`src/rtl/pinfx_pkg.sv`:
```
package pinfx_pkg;
  localparam int CODE_W  = 5;
  localparam int NFUNC   = 19;
  localparam int ANALOG  = 31;
  localparam int SER_LO  = 11;
  localparam int SER_HI  = 16;
  localparam int OD_CLK  = 14;
  localparam int OD_DAT  = 15;
  localparam int IN_HI   = 16;
  localparam int OUT_HI  = 18;
  localparam int NDEFLT  = 6;

  function automatic logic fx_has_output(input logic [CODE_W-1:0] c);
    return (int'(c) >= 1) && (int'(c) <= OUT_HI);
  endfunction

  function automatic logic fx_has_input(input logic [CODE_W-1:0] c);
    return (int'(c) >= 1) && (int'(c) <= IN_HI);
  endfunction

  function automatic logic fx_is_serial(input logic [CODE_W-1:0] c);
    return (int'(c) >= SER_LO) && (int'(c) <= SER_HI);
  endfunction

  function automatic logic fx_is_od(input logic [CODE_W-1:0] c);
    return (int'(c) == OD_CLK) || (int'(c) == OD_DAT);
  endfunction

  function automatic logic [CODE_W-1:0] fx_reset_code(input int idx);
    return (idx < NDEFLT) ? CODE_W'(SER_HI - idx) : '0;
  endfunction
endpackage

```
`src/rtl/pinfx_map_regs.sv`:
```
module pinfx_map_regs
  import pinfx_pkg::*;
#(
  parameter int NPINS  = 8,
  parameter int DATA_W = 8,
  localparam int ADDR_W = $clog2(NPINS)
)(
  input  logic                          clk,
  input  logic                          rst_n,
  input  logic                          wr_en,
  input  logic [ADDR_W-1:0]             addr,
  input  logic [DATA_W-1:0]             wdata,
  output logic [DATA_W-1:0]             rdata,
  output logic [NPINS-1:0][CODE_W-1:0]  map_q
);
  logic unused_wdata_hi;
  assign unused_wdata_hi = ^wdata[DATA_W-1:CODE_W];

  always_ff @(posedge clk or negedge rst_n) begin
    if (!rst_n) begin
      for (int i = 0; i < NPINS; i++) map_q[i] <= fx_reset_code(i);
    end else if (wr_en) begin
      map_q[addr] <= wdata[CODE_W-1:0];
    end
  end

  always_comb begin
    rdata = '0;
    rdata[CODE_W-1:0] = map_q[addr];
  end

  assert_write_lands_R1: assert property (@(posedge clk) disable iff (!rst_n)
    wr_en |=> map_q[$past(addr)] == $past(wdata[CODE_W-1:0]));
  assert_code_holds_R1: assert property (@(posedge clk) disable iff (!rst_n)
    !wr_en |=> $stable(map_q));
endmodule

```
`src/rtl/pinfx_pin_slice.sv`:
```
module pinfx_pin_slice
  import pinfx_pkg::*;
(
  input  logic              clk,
  input  logic              rst_n,
  input  logic [CODE_W-1:0] code,
  input  logic              pin_dir,
  input  logic              pin_in,
  input  logic [NFUNC-1:0]  per_out,
  input  logic [NFUNC-1:0]  per_dir,
  input  logic              i2c_mode,
  output logic              out,
  output logic              oe,
  output logic              ie,
  output logic [NFUNC-1:0]  route
);
  logic is_analog, is_serial, od_act, src_bit, dir_bit;

  assign is_analog = (int'(code) == ANALOG);
  assign is_serial = fx_is_serial(code);
  assign od_act    = i2c_mode && fx_is_od(code);
  assign src_bit   = fx_has_output(code) ? per_out[code] : 1'b0;
  assign dir_bit   = is_serial ? per_dir[code] : 1'b0;

  always_comb begin
    out = od_act ? 1'b0 : src_bit;
    if (is_analog)      oe = 1'b0;
    else if (od_act)    oe = dir_bit & ~src_bit;
    else if (is_serial) oe = dir_bit;
    else                oe = pin_dir;
    ie = !is_analog;
    for (int f = 0; f < NFUNC; f++)
      route[f] = fx_has_input(code) && (int'(code) == f) && pin_in;
  end

  assert_analog_quiet_R3: assert property (@(posedge clk) disable iff (!rst_n)
    is_analog |-> (!oe && !ie && !out && route == '0));
  assert_od_low_R8: assert property (@(posedge clk) disable iff (!rst_n)
    od_act |-> (!out && (!oe || !per_out[code])));
  assert_plain_dir_R6: assert property (@(posedge clk) disable iff (!rst_n)
    (!is_serial && !is_analog) |-> oe == pin_dir);
  assert_serial_dir_R7: assert property (@(posedge clk) disable iff (!rst_n)
    (is_serial && !od_act) |-> oe == per_dir[code]);
endmodule

```
`src/rtl/pinfx_in_merge.sv`:
```
module pinfx_in_merge
  import pinfx_pkg::*;
#(
  parameter int NPINS = 8
)(
  input  logic                        clk,
  input  logic                        rst_n,
  input  logic [NPINS-1:0][NFUNC-1:0] route,
  output logic [NFUNC-1:0]            per_in
);
  for (genvar f = 0; f < NFUNC; f++) begin : g_func
    logic [NPINS-1:0] col;
    for (genvar p = 0; p < NPINS; p++) begin : g_pin
      assign col[p] = route[p][f];
    end
    assign per_in[f] = |col;
  end

  assert_idle_inputs_R9: assert property (@(posedge clk) disable iff (!rst_n)
    (route == '0) |-> per_in == '0);
endmodule

```
`src/rtl/pinfx_xbar.sv`:
```
module pinfx_xbar
  import pinfx_pkg::*;
#(
  parameter int NPINS  = 8,
  parameter int DATA_W = 8,
  localparam int ADDR_W = $clog2(NPINS)
)(
  input  logic               clk,
  input  logic               rst_n,
  input  logic               wr_en,
  input  logic [ADDR_W-1:0]  addr,
  input  logic [DATA_W-1:0]  wdata,
  output logic [DATA_W-1:0]  rdata,
  input  logic [NPINS-1:0]   pin_dir,
  input  logic [NPINS-1:0]   pin_in,
  output logic [NPINS-1:0]   pin_out,
  output logic [NPINS-1:0]   pin_oe,
  output logic [NPINS-1:0]   pin_ie,
  input  logic [NFUNC-1:0]   per_out,
  input  logic [NFUNC-1:0]   per_dir,
  input  logic               i2c_mode,
  output logic [NFUNC-1:0]   per_in
);
  logic [NPINS-1:0][CODE_W-1:0] map_q;
  logic [NPINS-1:0][NFUNC-1:0]  route;

  pinfx_map_regs #(.NPINS(NPINS), .DATA_W(DATA_W)) u_regs (
    .clk(clk), .rst_n(rst_n), .wr_en(wr_en), .addr(addr),
    .wdata(wdata), .rdata(rdata), .map_q(map_q)
  );

  for (genvar p = 0; p < NPINS; p++) begin : g_pin
    pinfx_pin_slice u_slice (
      .clk(clk), .rst_n(rst_n), .code(map_q[p]),
      .pin_dir(pin_dir[p]), .pin_in(pin_in[p]),
      .per_out(per_out), .per_dir(per_dir), .i2c_mode(i2c_mode),
      .out(pin_out[p]), .oe(pin_oe[p]), .ie(pin_ie[p]), .route(route[p])
    );
  end

  pinfx_in_merge #(.NPINS(NPINS)) u_merge (
    .clk(clk), .rst_n(rst_n), .route(route), .per_in(per_in)
  );
endmodule

```
`config.mk`:
```
export PLATFORM = sky130hd
export DESIGN_NAME = pinfx_xbar
export DESIGN_NICKNAME = d
export VERILOG_FILES = /design/src/rtl/pinfx_pkg.sv /design/src/rtl/pinfx_map_regs.sv /design/src/rtl/pinfx_pin_slice.sv /design/src/rtl/pinfx_in_merge.sv /design/src/rtl/pinfx_xbar.sv
export SDC_FILE = /design/constraint.sdc
export NUM_CORES = 1
export LEC_CHECK = 0
export BUFFER_PORTS_ARGS = -buffer_cell sky130_fd_sc_hd__clkbuf_2
export CAP_MARGIN = 20
export CORE_MARGIN = 5
export CORE_UTILIZATION = 45
export CTS_BUF_LIST = sky130_fd_sc_hd__clkbuf_8
export DETAILED_ROUTE_END_ITERATION = 12
export PLACE_DENSITY = 0.67
export SYNTH_ARGS = -nofsm -noshare
export SYNTH_HDL_FRONTEND = slang
export SYNTH_HIERARCHICAL = 1
export SYNTH_SLANG_ARGS = --single-unit
```
`constraint.sdc`:
```
create_clock -name clk -period 3.4 [get_ports clk]
set_clock_uncertainty 0.1 [all_clocks]
set_input_delay 0.17 -clock clk [delete_from_list [all_inputs] [get_ports clk]]
set_output_delay 0.17 -clock clk [all_outputs]
set_load 0.05 [all_outputs]
```
== Word level (Yosys, flattened, before mapping) ==
Index checks and enable logic that the tools add are counted.

* Register bits after elaboration: 40
* Bits in latches: 0
* RAM bits: 0
* Memory bits (read-only): 0
* Bits of input ports: 69
* Memories kept: 0

* Add/subtract/negate cells: 0
* Multipliers: 0
* Divide/modulo/power cells: 0
* Order comparisons: 42
* Equality and inequality tests: 152
* Shifts and indexed selects: 0
* Muxes and demuxes: 85
* Bitwise logic cells: 16
* Reductions and logical operators: 380

{| class="wikitable"
|+ Operators by type and width
! cell !! number
|-
| == test 5 bit, second input constant || 88
|-
| logical AND 1 bit || 337
|-
| == test 5 x 4 -> 1 bit, second input constant || 32
|-
| OR reduction 8 bit || 19
|-
| binary-select mux 1 bit (select 5 bit) || 16
|-
| == test 5 x 3 -> 1 bit, second input constant || 16
|-
| <= comparator 5 bit, second input constant || 16
|-
| 2-to-1 mux 1 bit || 64
|-
| < comparator 5 x 6 -> 1 bit, second input constant || 8
|-
| bitwise mux 40 bit || 1
|-
| == test 5 x 1 -> 1 bit, second input constant || 8
|-
| == test 5 x 2 -> 1 bit, second input constant || 8
|-
| greater-or-equal comparator 5 x 1 -> 1 bit, second input constant || 8
|-
| greater-or-equal comparator 5 x 4 -> 1 bit, second input constant || 8
|-
| zero test 5 bit || 8
|-
| binary-select mux 5 bit (select 3 bit) || 1
|-
| demux 5 bit (select 3 bit) || 1
|-
| 2-to-1 mux 5 bit || 2
|-
| bitwise AND 1 bit || 8
|-
| zero test 1 bit || 8
|-
| logical OR 1 bit || 8
|-
| inverter 1 bit || 8
|-
| < comparator 3 x 4 -> 1 bit, second input constant || 1
|-
| greater-or-equal comparator 3 x 1 -> 1 bit, second input constant || 1
|}

== Longest topological paths before layout ==
Gate-level depths: netlist of the first run.

* Depth in word-level cells: 7
* Mapped depth: 7
* Depth with buffers taken out: 5

== By module ==
Netlist of the first run, hierarchy kept.

{| class="wikitable"
|+ Modules (own cells, without submodules)
! module !! instances !! cells each !! area an instance (µm²) !! seq. area each (µm²)
|-
| pinfx_pin_slice || 8 || 76 || 476.7 || 0.0
|-
| pinfx_map_regs || 1 || 139 || 1,985.7 || 1,021.0
|-
| pinfx_in_merge || 1 || 57 || 309.0 || 0.0
|}

== Worst setup path before layout of the first run ==
Ideal clock, no wire load.

* Path type: reg2out
* From: register u_regs/map_q[12] in the netlist's numbering
* To: output port pin_out[2]
* Arrival: 1.966 ns
* Required time: 3.130 ns
* Setup slack: 1.164 ns
* Stages on the path, launching flop included: 6
* Path buffers: 1
* Cell sequence: dfstp_2 -> clkbuf_1 -> inv_1 -> a311oi_1 -> o211ai_1 -> o211ai_1

* Longest elaborated chain between the ends: 4

{| class="wikitable"
|+ RTL lines
! what !! RTL line !! text
|-
| start, declared || pinfx_map_regs.sv:14 || <nowiki>output logic [NPINS-1:0][CODE_W-1:0] map_q</nowiki>
|-
| start signal, assigned by index || pinfx_map_regs.sv:23 || <nowiki>map_q[addr] <= wdata[CODE_W-1:0];</nowiki>
|-
| binary-select mux 1 bit (select 5 bit) (tied with other cells) || pinfx_pin_slice.sv:22 || <nowiki>assign src_bit = fx_has_output(code) ? per_out[code] : 1'b0;</nowiki>
|-
| 2-to-1 mux 1 bit (implied by the code) (tied with other cells) || pinfx_pin_slice.sv:22 ||
|-
| 2-to-1 mux 1 bit or logical AND 1 bit (tied branches) || pinfx_pin_slice.sv:22, pinfx_pin_slice.sv:21 ||
|-
| 2-to-1 mux 1 bit * || pinfx_pin_slice.sv:26 || <nowiki>out = od_act ? 1'b0 : src_bit;</nowiki>
|-
| end, declared || pinfx_xbar.sv:16 || <nowiki>output logic [NPINS-1:0] pin_out,</nowiki>
|}

Every way passes the cells marked *; elsewhere a longest branch is shown, timed or not. The select of a mux whose other input is x is not followed.

== Worst setup path after layout of the first run ==
* From: register u_regs/map_q[20] in the netlist's numbering
* To: output port pin_out[4]

Same word-level chain as after synthesis.

==> summary.txt, run 1 <==
Synthesis
  – Post-synthesis cell area: 0.006108 mm2
  – Mapped Cells: 804
  – EDFF count, synth: 0
  – Synth Register Bits: 40
  – Predominant post-synthesis flop cell: dfrtp_1
  – Asr flop ratio synth: 100.0%
  – Netlist cell types: 44
  – Sequential-to-total area share from yosys stat: 16.71%
  – Syn Area/Cell: 7.597 um2
  – YS warnings: 6

Global routing
  – Largest net degree at the start of global routing: 41
  – Vias in the first global route: 5948
  – First-pass GRT wire length: 32220 um
  – Initial antenna violation count: 1
  – GRT overflow: 0
  – Combined global-route utilization of all metal layers: 24.49%

Floorplan
  – Die X: 126.5 um
  – # rows: 42
  – Starting Density: 45.94%
  – Total die area: 0.01600 mm2
  – Die Ht: 126.5 um
  – Total core area: 0.01330 mm2
  – Io pins: 120

Detailed routing
  – Final ANT Viol Nets: 0
  – DRC errors left: 0
  – Drt pass-1 iters: 6
  – Vias per Instance: 6.231
  – Initial DRC count: 757
  – Vias: 6362
  – Wire per inst: 19.95 um
  – Total wire length: 20370 um

Timing
  – Final number of hold-violating endpoints: 0
  – Fmax: 362.4 MHz
  – Worst slew pin tran: 0.9697 ns
  – Endpoints failing setup: 0
  – Final Max Tran Viols: 0
  – Min Tclk post-route: 2.760 ns
  – RSZ-0062 raised after global routing: no
  – Final Cycle Share: 81.16%
  – Setup_tns: 0 ns
  – Relative slew margins: 35.35%

Final layout
  – # fillers: 1388
  – Largest Register: u_regs/map_q
  – Layout net count: 913
  – Fraction of layout instances using a drive strength above 1: 23.31%
  – Final Util: 48.47%
  – Antenna diodes: 0
  – FF+latch area: 0.001021 mm2
  – Multi-input gate area: 0.004506 mm2
  – Leading registers by flop count: u_regs/map_q: 40 flops
  – P&R area growth vs syn: 5.490%
  – Max reg flops: 40

Flow run
  – Max-Cap Viols: 0

Hold path
  – Hold WC Path Type: in2reg
  – Worst Hold Depth: 2

Clock network
  – Clock Path Buffers: 2
  – Postcts setup bufs: 0
  – Clk sinks: 40
  – Worst-path clk slew: 0.08 ns
  – CTS buffer count: 5
  – Root Driver: clkbuf_8
  – Max H-tree Level: 2
  – Worst-Skew Late Latency: 0.29 ns
  – CTS tree: yes

Pwr
  – Power density over cell area: 545.7 mW/mm2
  – Final total power: 0.003517 W
  – P_leak: 2.699 nW
  – Peak VDD IR: 458.1 uV

Worst setup path
  – CP Launch Type: register
  – Worst R2R Path Depth: 1
  – Crit end category: output pin
  – Worst-path fanout max: 18
  – Worst EP required: 3.13 ns
  – Arrival @ worst endpoint: 2.49 ns
  – Critical path class: reg2out

Placement
  – Post-DP HPWL: 15630 um
  – Placer Congestion: 0.9490
  – Number of port buffers: 97

Run status
  – Status: completed
placed cells by master (no fill, tap or decap), drive strengths merged, types with 10 or more instances in the layout:
cell type,synthesis,layout
nor2,149,149
clkbuf,10,102
nand2,80,80
mux2,45,45
nor4,38,38
mux2i,37,37
mux4,28,28
conb,9,27
nor3,26,26
nand2b,25,25
nand3,24,24
inv,24,24
o211ai,24,24
dfrtp,24,24
o21ai,19,19
a21oi,18,18
nor2b,17,17
dfstp,16,16
nor3b,11,11
a211oi,10,10
layer usage:
metal | GRT usage (%) | share of wire (%) | wire, um | up-vias
met5 | 0 | 0.064 | 13 | -
met4 | 7.697 | 3.1 | 623 | 2
met3 | 3.069 | 7.0 | 1427 | 54
met2 | 40.26 | 47 | 9480 | 326
met1 | 33.62 | 43 | 8828 | 3021
li1 | - | - | - | 2959
logic make-up (layout without fill, tap and decap cells):
family          count (synthesis)  after routing  share of synthesized area, %
simple gates                  423            423                         34.33
buf+inv                       107            130                         10.63
compound gates                115            115                         12.97
flops                          40             40                         16.71
mux                           110            110                         24.81
other cells                     9             27                        0.5530
final cells by class:
cell class	count	area share, %
Tap cell	176	3.417
Sequential cell	40	15.84
Clock inverter	3	0.6602
Inverter	24	1.398
Timing Repair Buffer	98	7.689
Multi-Input combinational cell	675	69.92
Clock buffer	5	1.068
critical path, cell delays in order (launching register included):
cell	delay, ns
dfrtp_1	0.82
mux4_2	0.59
nand2b_1	0.15
o211ai_1	0.14
o211ai_1	0.20
clkbuf_2	0.29
per-stage QoR:
stage | setup slack [ns] | instance area [um2] | std cells | hold slack [ns]
floorplan | 1.164 | 6176 | 822 | -0.2256
global placement | 1.011 | 6322 | 1012 | 0.2694
detailed placement | 1.006 | 6322 | 1012 | 0.2740
CTS | 0.6767 | 6444 | 1021 | 0.1521
global route | 0.5140 | 6444 | 1021 | 0.1529
finish | 0.6405 | 6444 | 1021 | 0.1589
Yosys cell counts, types with 9 or more instances:
| master | n | area share (%) |
|---|---|---|
| o22ai_1 | 9 | 0.92 |
| nand2b_1 | 24 | 2.5 |
| clkbuf_1 | 10 | 0.61 |
| nand2_1 | 80 | 4.9 |
| a211oi_1 | 10 | 1.2 |
| dfstp_2 | 16 | 6.9 |
| a21oi_1 | 18 | 1.5 |
| nor3_1 | 25 | 2.0 |
| nor2_1 | 149 | 9.2 |
| o21ai_0 | 19 | 1.6 |
| and3_1 | 9 | 0.92 |
| nand3_1 | 24 | 2.0 |
| conb_1 | 9 | 0.55 |
| buf_4 | 36 | 4.4 |
| nand4_1 | 9 | 0.92 |
| mux2_2 | 44 | 8.1 |
| nor4_1 | 38 | 3.9 |
| o211ai_1 | 24 | 2.9 |
| mux2i_1 | 37 | 6.1 |
| buf_2 | 27 | 2.2 |
| mux4_2 | 27 | 10 |
| buf_6 | 9 | 1.7 |
| dfrtp_1 | 24 | 9.8 |
| nor2b_1 | 17 | 1.7 |
| inv_1 | 24 | 1.5 |
| nor3b_1 | 9 | 1.1 |
path summary, 6_finish.rpt:
path	startpoint	endpoint	slack, ns
max in group asynchronous	rst_n	u_regs/map_q[24]$_DFFE_PN0P_	2.14
min in group asynchronous	rst_n	u_regs/map_q[19]$_DFFE_PN0P_	0.46
worst min-delay path	wdata[3]	u_regs/map_q[3]$_DFFE_PN0P_	0.16
worst max register to register	u_regs/map_q[0]$_DFFE_PN0P_	u_regs/map_q[0]$_DFFE_PN0P_	2.14
worst max-delay path	u_regs/map_q[20]$_DFFE_PN0P_	pin_out[4]	0.64
worst min register to register	u_regs/map_q[4]$_DFFE_PN1P_	u_regs/map_q[4]$_DFFE_PN1P_	0.62
report_power, final:
part | total [W] | switching, W | internal, W
Combinational | 0.00200 | 0.00125 | 0.000745
Clock | 0.000382 | 0.000165 | 0.000217
Sequential | 0.00114 | 0.000524 | 0.000614
Total | 0.00352 | 0.00194 | 0.00158
repair_timing:
item | CTS | global route
endpoints found under the setup margin | 0 | 0
hold buffers | 1 | 0
resized for setup | 0 | 0
hold endpoints to repair | 24 | 0
(Power assumes the default switching activity.)
==> inputs of run 2 (changes only) <==
ABC_AREA = 1   (was unset)
PLACE_DENSITY = 0.68   (was 0.67)
clock period = 2.5 ns   (was 3.4 ns; I/O delays follow)
==> summary.txt, run 2 <==
Run status
  – Status: completed

Clock network
  – Clock Path Buffers: 2 (unchanged)
  – Clk sinks: 40 (unchanged)
  – Worst-path clk slew: 0.07 ns (about the same)
  – Worst-Skew Late Latency: 0.30 ns (about the same)
  – CTS buffer count: 5 (unchanged)
  – Root Driver: clkbuf_8
  – Max H-tree Level: 2 (unchanged)
  – CTS tree: yes

Detailed routing
  – DRC errors left: 0 (unchanged)
  – Vias per Instance: 5.012 (-20%)
  – Final ANT Viol Nets: 0 (unchanged)
  – Wire per inst: 16.09 um (-19%)
  – Vias: 11.30k (+78%)
  – Total wire length: 36260 um (+78%)
  – Drt pass-1 iters: 6 (unchanged)
  – Initial DRC count: 1163 (+54%)

Synthesis
  – Predominant post-synthesis flop cell: dfrtp_1
  – Mapped Cells: 1872 (+130%)
  – YS warnings: 6 (unchanged)
  – Post-synth top cells: 742 x nand2_1, 405 x inv_1, 313 x nor2_1
  – Most common cell in the synthesized netlist: nand2_1
  – Synth area leaders: nand2_1 32%, inv_1 18%, nor2_1 14%
  – Sequential-to-total area share from yosys stat: 11.82% (-4.9 points)
  – EDFF count, synth: 0 (unchanged)
  – Synth area leader: nand2_1
  – Netlist cell types: 22 (-50%)
  – Syn Area/Cell: 4.613 um2 (-39%)
  – Asr flop ratio synth: 100.0% (unchanged)
  – Synth top area share: 32.25% (+22 points)
  – Synth Register Bits: 40 (unchanged)
  – Post-synthesis cell area: 0.008636 mm2 (+41%)

Worst setup path
  – CP Launch Type: register
  – Reg-to-Reg End: u_regs/map_q[26]$_DFFE_PN1P_
  – Flop2flop setup slack: 1.28 ns (-0.86 ns)
  – CP bufs+invs: 3 (+2)
  – RR Startpoint: u_regs/map_q[26]$_DFFE_PN1P_
  – Slowest CP cell: dfstp_2
  – Slowest stage delay, CP: 0.70 ns (-0.12 ns)
  – Crit end category: output pin
  – Worst EP required: 2.28 ns (-0.85 ns)
  – Worst R2R Path Depth: 3 (+2)
  – Critical Path Source: u_regs/map_q[5]$_DFFE_PN1P_
  – Cell Chain, Critical Path: buf_4 -> nand3_1 -> nor2_1 -> inv_1 -> nand2_1 -> nor2_1 -> nand2_1 -> clkbuf_2
  – Critical path depth in cells: 8 (+3)
  – Critical path class: reg2out
  – Arrival @ worst endpoint: 2.20 ns (-0.29 ns)
  – Worst-path fanout max: 8 (-10)
  – CP delay by family, top: flip-flops
  – Critical Path Sink: per_in[5]

Timing
  – Relative slew margins: 35.60% (+0.24 points)
  – Final Max Tran Viols: 0 (unchanged)
  – Fmax: 412.2 MHz
  – Min Tclk post-route: 2.426 ns
  – Final Cycle Share: 97.04%
  – Final number of hold-violating endpoints: 0 (unchanged)
  – Final WS setup: 0.07409 ns (-0.5664 ns)
  – Worst slew pin tran: 0.9661 ns (-0.003633 ns)
  – Endpoints failing setup: 0 (unchanged)

Final layout
  – Most common cell after layout, fill and taps aside: nand2_1
  – Max reg flops: 40 (unchanged)
  – Antenna diodes: 0 (unchanged)
  – Most frequent cells in the layout: 742 x nand2_1, 404 x inv_1, 300 x nor2_1
  – Multi-input gate area: 0.005585 mm2 (+24%)
  – Largest Register: u_regs/map_q
  – P&R area growth vs syn: 12.36%
  – Fin area: 0.009703 mm2 (+51%)
  – Leading registers by flop count: u_regs/map_q: 40 flops
  – FF+latch area: 0.001036 mm2 (+1.5%)
  – # fillers: 2145 (+55%)
  – Layout net count: 2062 (+130%)
  – Fraction of layout instances using a drive strength above 1: 11.38% (-12 points)

Hold path
  – Hold WC Path Type: in2reg
  – HP Start: wdata[3]

Floorplan
  – Io pins: 120 (unchanged)
  – # rows: 50 (+19%)
  – Total core area: 0.01883 mm2 (+42%)
  – Die X: 148.5 um (+17%)
  – Total die area: 0.02206 mm2 (+38%)
  – Die Ht: 148.5 um (+17%)
  – Starting Density: 45.86% (-0.083 points)

Pwr
  – Final total power: 0.005760 W (+64%)
  – P_leak: 6.075 nW (+130%)
  – Power density over cell area: 593.6 mW/mm2 (+8.8%)
  – Peak VDD IR: 628.0 uV (+37%)

Placement
  – DP Worst Slack: 0.3026 ns (-0.7036 ns)
  – Post-DP HPWL: 26670 um (+71%)
  – Dpl cell area: 0.009244 mm2 (+46%)
  – Placer Congestion: 1.018 (+7.2%)
  – Number of port buffers: 110 (+13%)

Global routing
  – Largest net degree at the start of global routing: 41 (unchanged)
  – GRT overflow: 0 (unchanged)
  – First-pass GRT wire length: 53730 um (+67%)
  – Vias in the first global route: 9732 (+64%)
  – Initial antenna violation count: 1 (unchanged)
  – Combined global-route utilization of all metal layers: 31.40% (+6.9 points)

Flow run
  – Max-Cap Viols: 0 (unchanged)
-- run 2: worst min-delay path, delay by kind of cell --
kind,cells,cell delay (ns)
AO/OA/AOI/OAI,1,0.15
buffers and inverters,2,0.19
-- run 2: repair_timing --
action,CTS,global route
hold buffers,5,0
gates resized for setup,5,52
endpoints found under the setup margin,5,21
endpoints found under the hold margin,28,0
pin swaps,0,1
cloned,0,1
setup buffers,0,21
-- run 2: logic make-up (layout without fill, tap and decap cells) --
group / after synthesis / count (layout) / share of synthesized area [%]
AO/OA/AOI/OAI: 168 / 168 / 10.32
buffers and inverters: 487 / 591 / 24.76
flip-flops: 40 / 40 / 11.82
other: 9 / 27 / 0.3912
AND/OR/NAND/NOR: 1168 / 1168 / 52.71
-- run 2: layout make-up --
type | instances | area share [%]
Timing Repair Buffer | 168 | 11.06
Tap cell | 260 | 3.353
Multi-Input combinational cell | 1363 | 57.56
Sequential cell | 40 | 10.68
Clock inverter | 3 | 0.4384
Inverter | 415 | 16.20
Clock buffer | 5 | 0.7092
-- run 2: worst min-delay path by stage --
stage | slack [ns] | to | depth (start not counted)
floorplan | -0.27 | u_regs/map_q[0]$_DFFE_PN0P_ | 0
global placement | 0.22 | u_regs/map_q[29]$_DFFE_PN0P_ | 1
detailed placement | 0.22 | u_regs/map_q[29]$_DFFE_PN0P_ | 1
CTS | 0.11 | u_regs/map_q[38]$_DFFE_PN0P_ | 3
global route | 0.12 | u_regs/map_q[38]$_DFFE_PN0P_ | 3
finish | 0.11 | u_regs/map_q[38]$_DFFE_PN0P_ | 3
-- run 2: per-layer routing --
layer / up-vias / routed length [um] / track usage, %
met4: 2 / 1706 / 12.93
met5: - / 13 / 0
li1: 5668 / - / -
met2: 647 / 15390 / 48.69
met3: 105 / 4673 / 5.820
met1: 4876 / 14470 / 42.88
-- run 2: stage by stage --
| stage | hold WS [ns] | utilization [%] | setup TNS, ns | instances |
|---|---|---|---|---|
| 6_report | 0.1102 | 51.53 | 0 | 2254 |
| 5_1_grt | 0.1192 | 51.53 | -0.06078 | 2254 |
| 4_1_cts | 0.1086 | 50.02 | 0 | 2232 |
| 3_5_place_dp | 0.2245 | 49.09 | 0 | 2219 |
| 3_3_place_gp | 0.2193 | 49.09 | 0 | 2219 |
| 2_1_floorplan | -0.2706 | - | 0 | 1890 |
-- run 2: report_power, final --
group	switching, W	internal, W
Clock	0.000230	0.000295
Sequential	0.000319	0.000817
Combinational	0.00288	0.00122
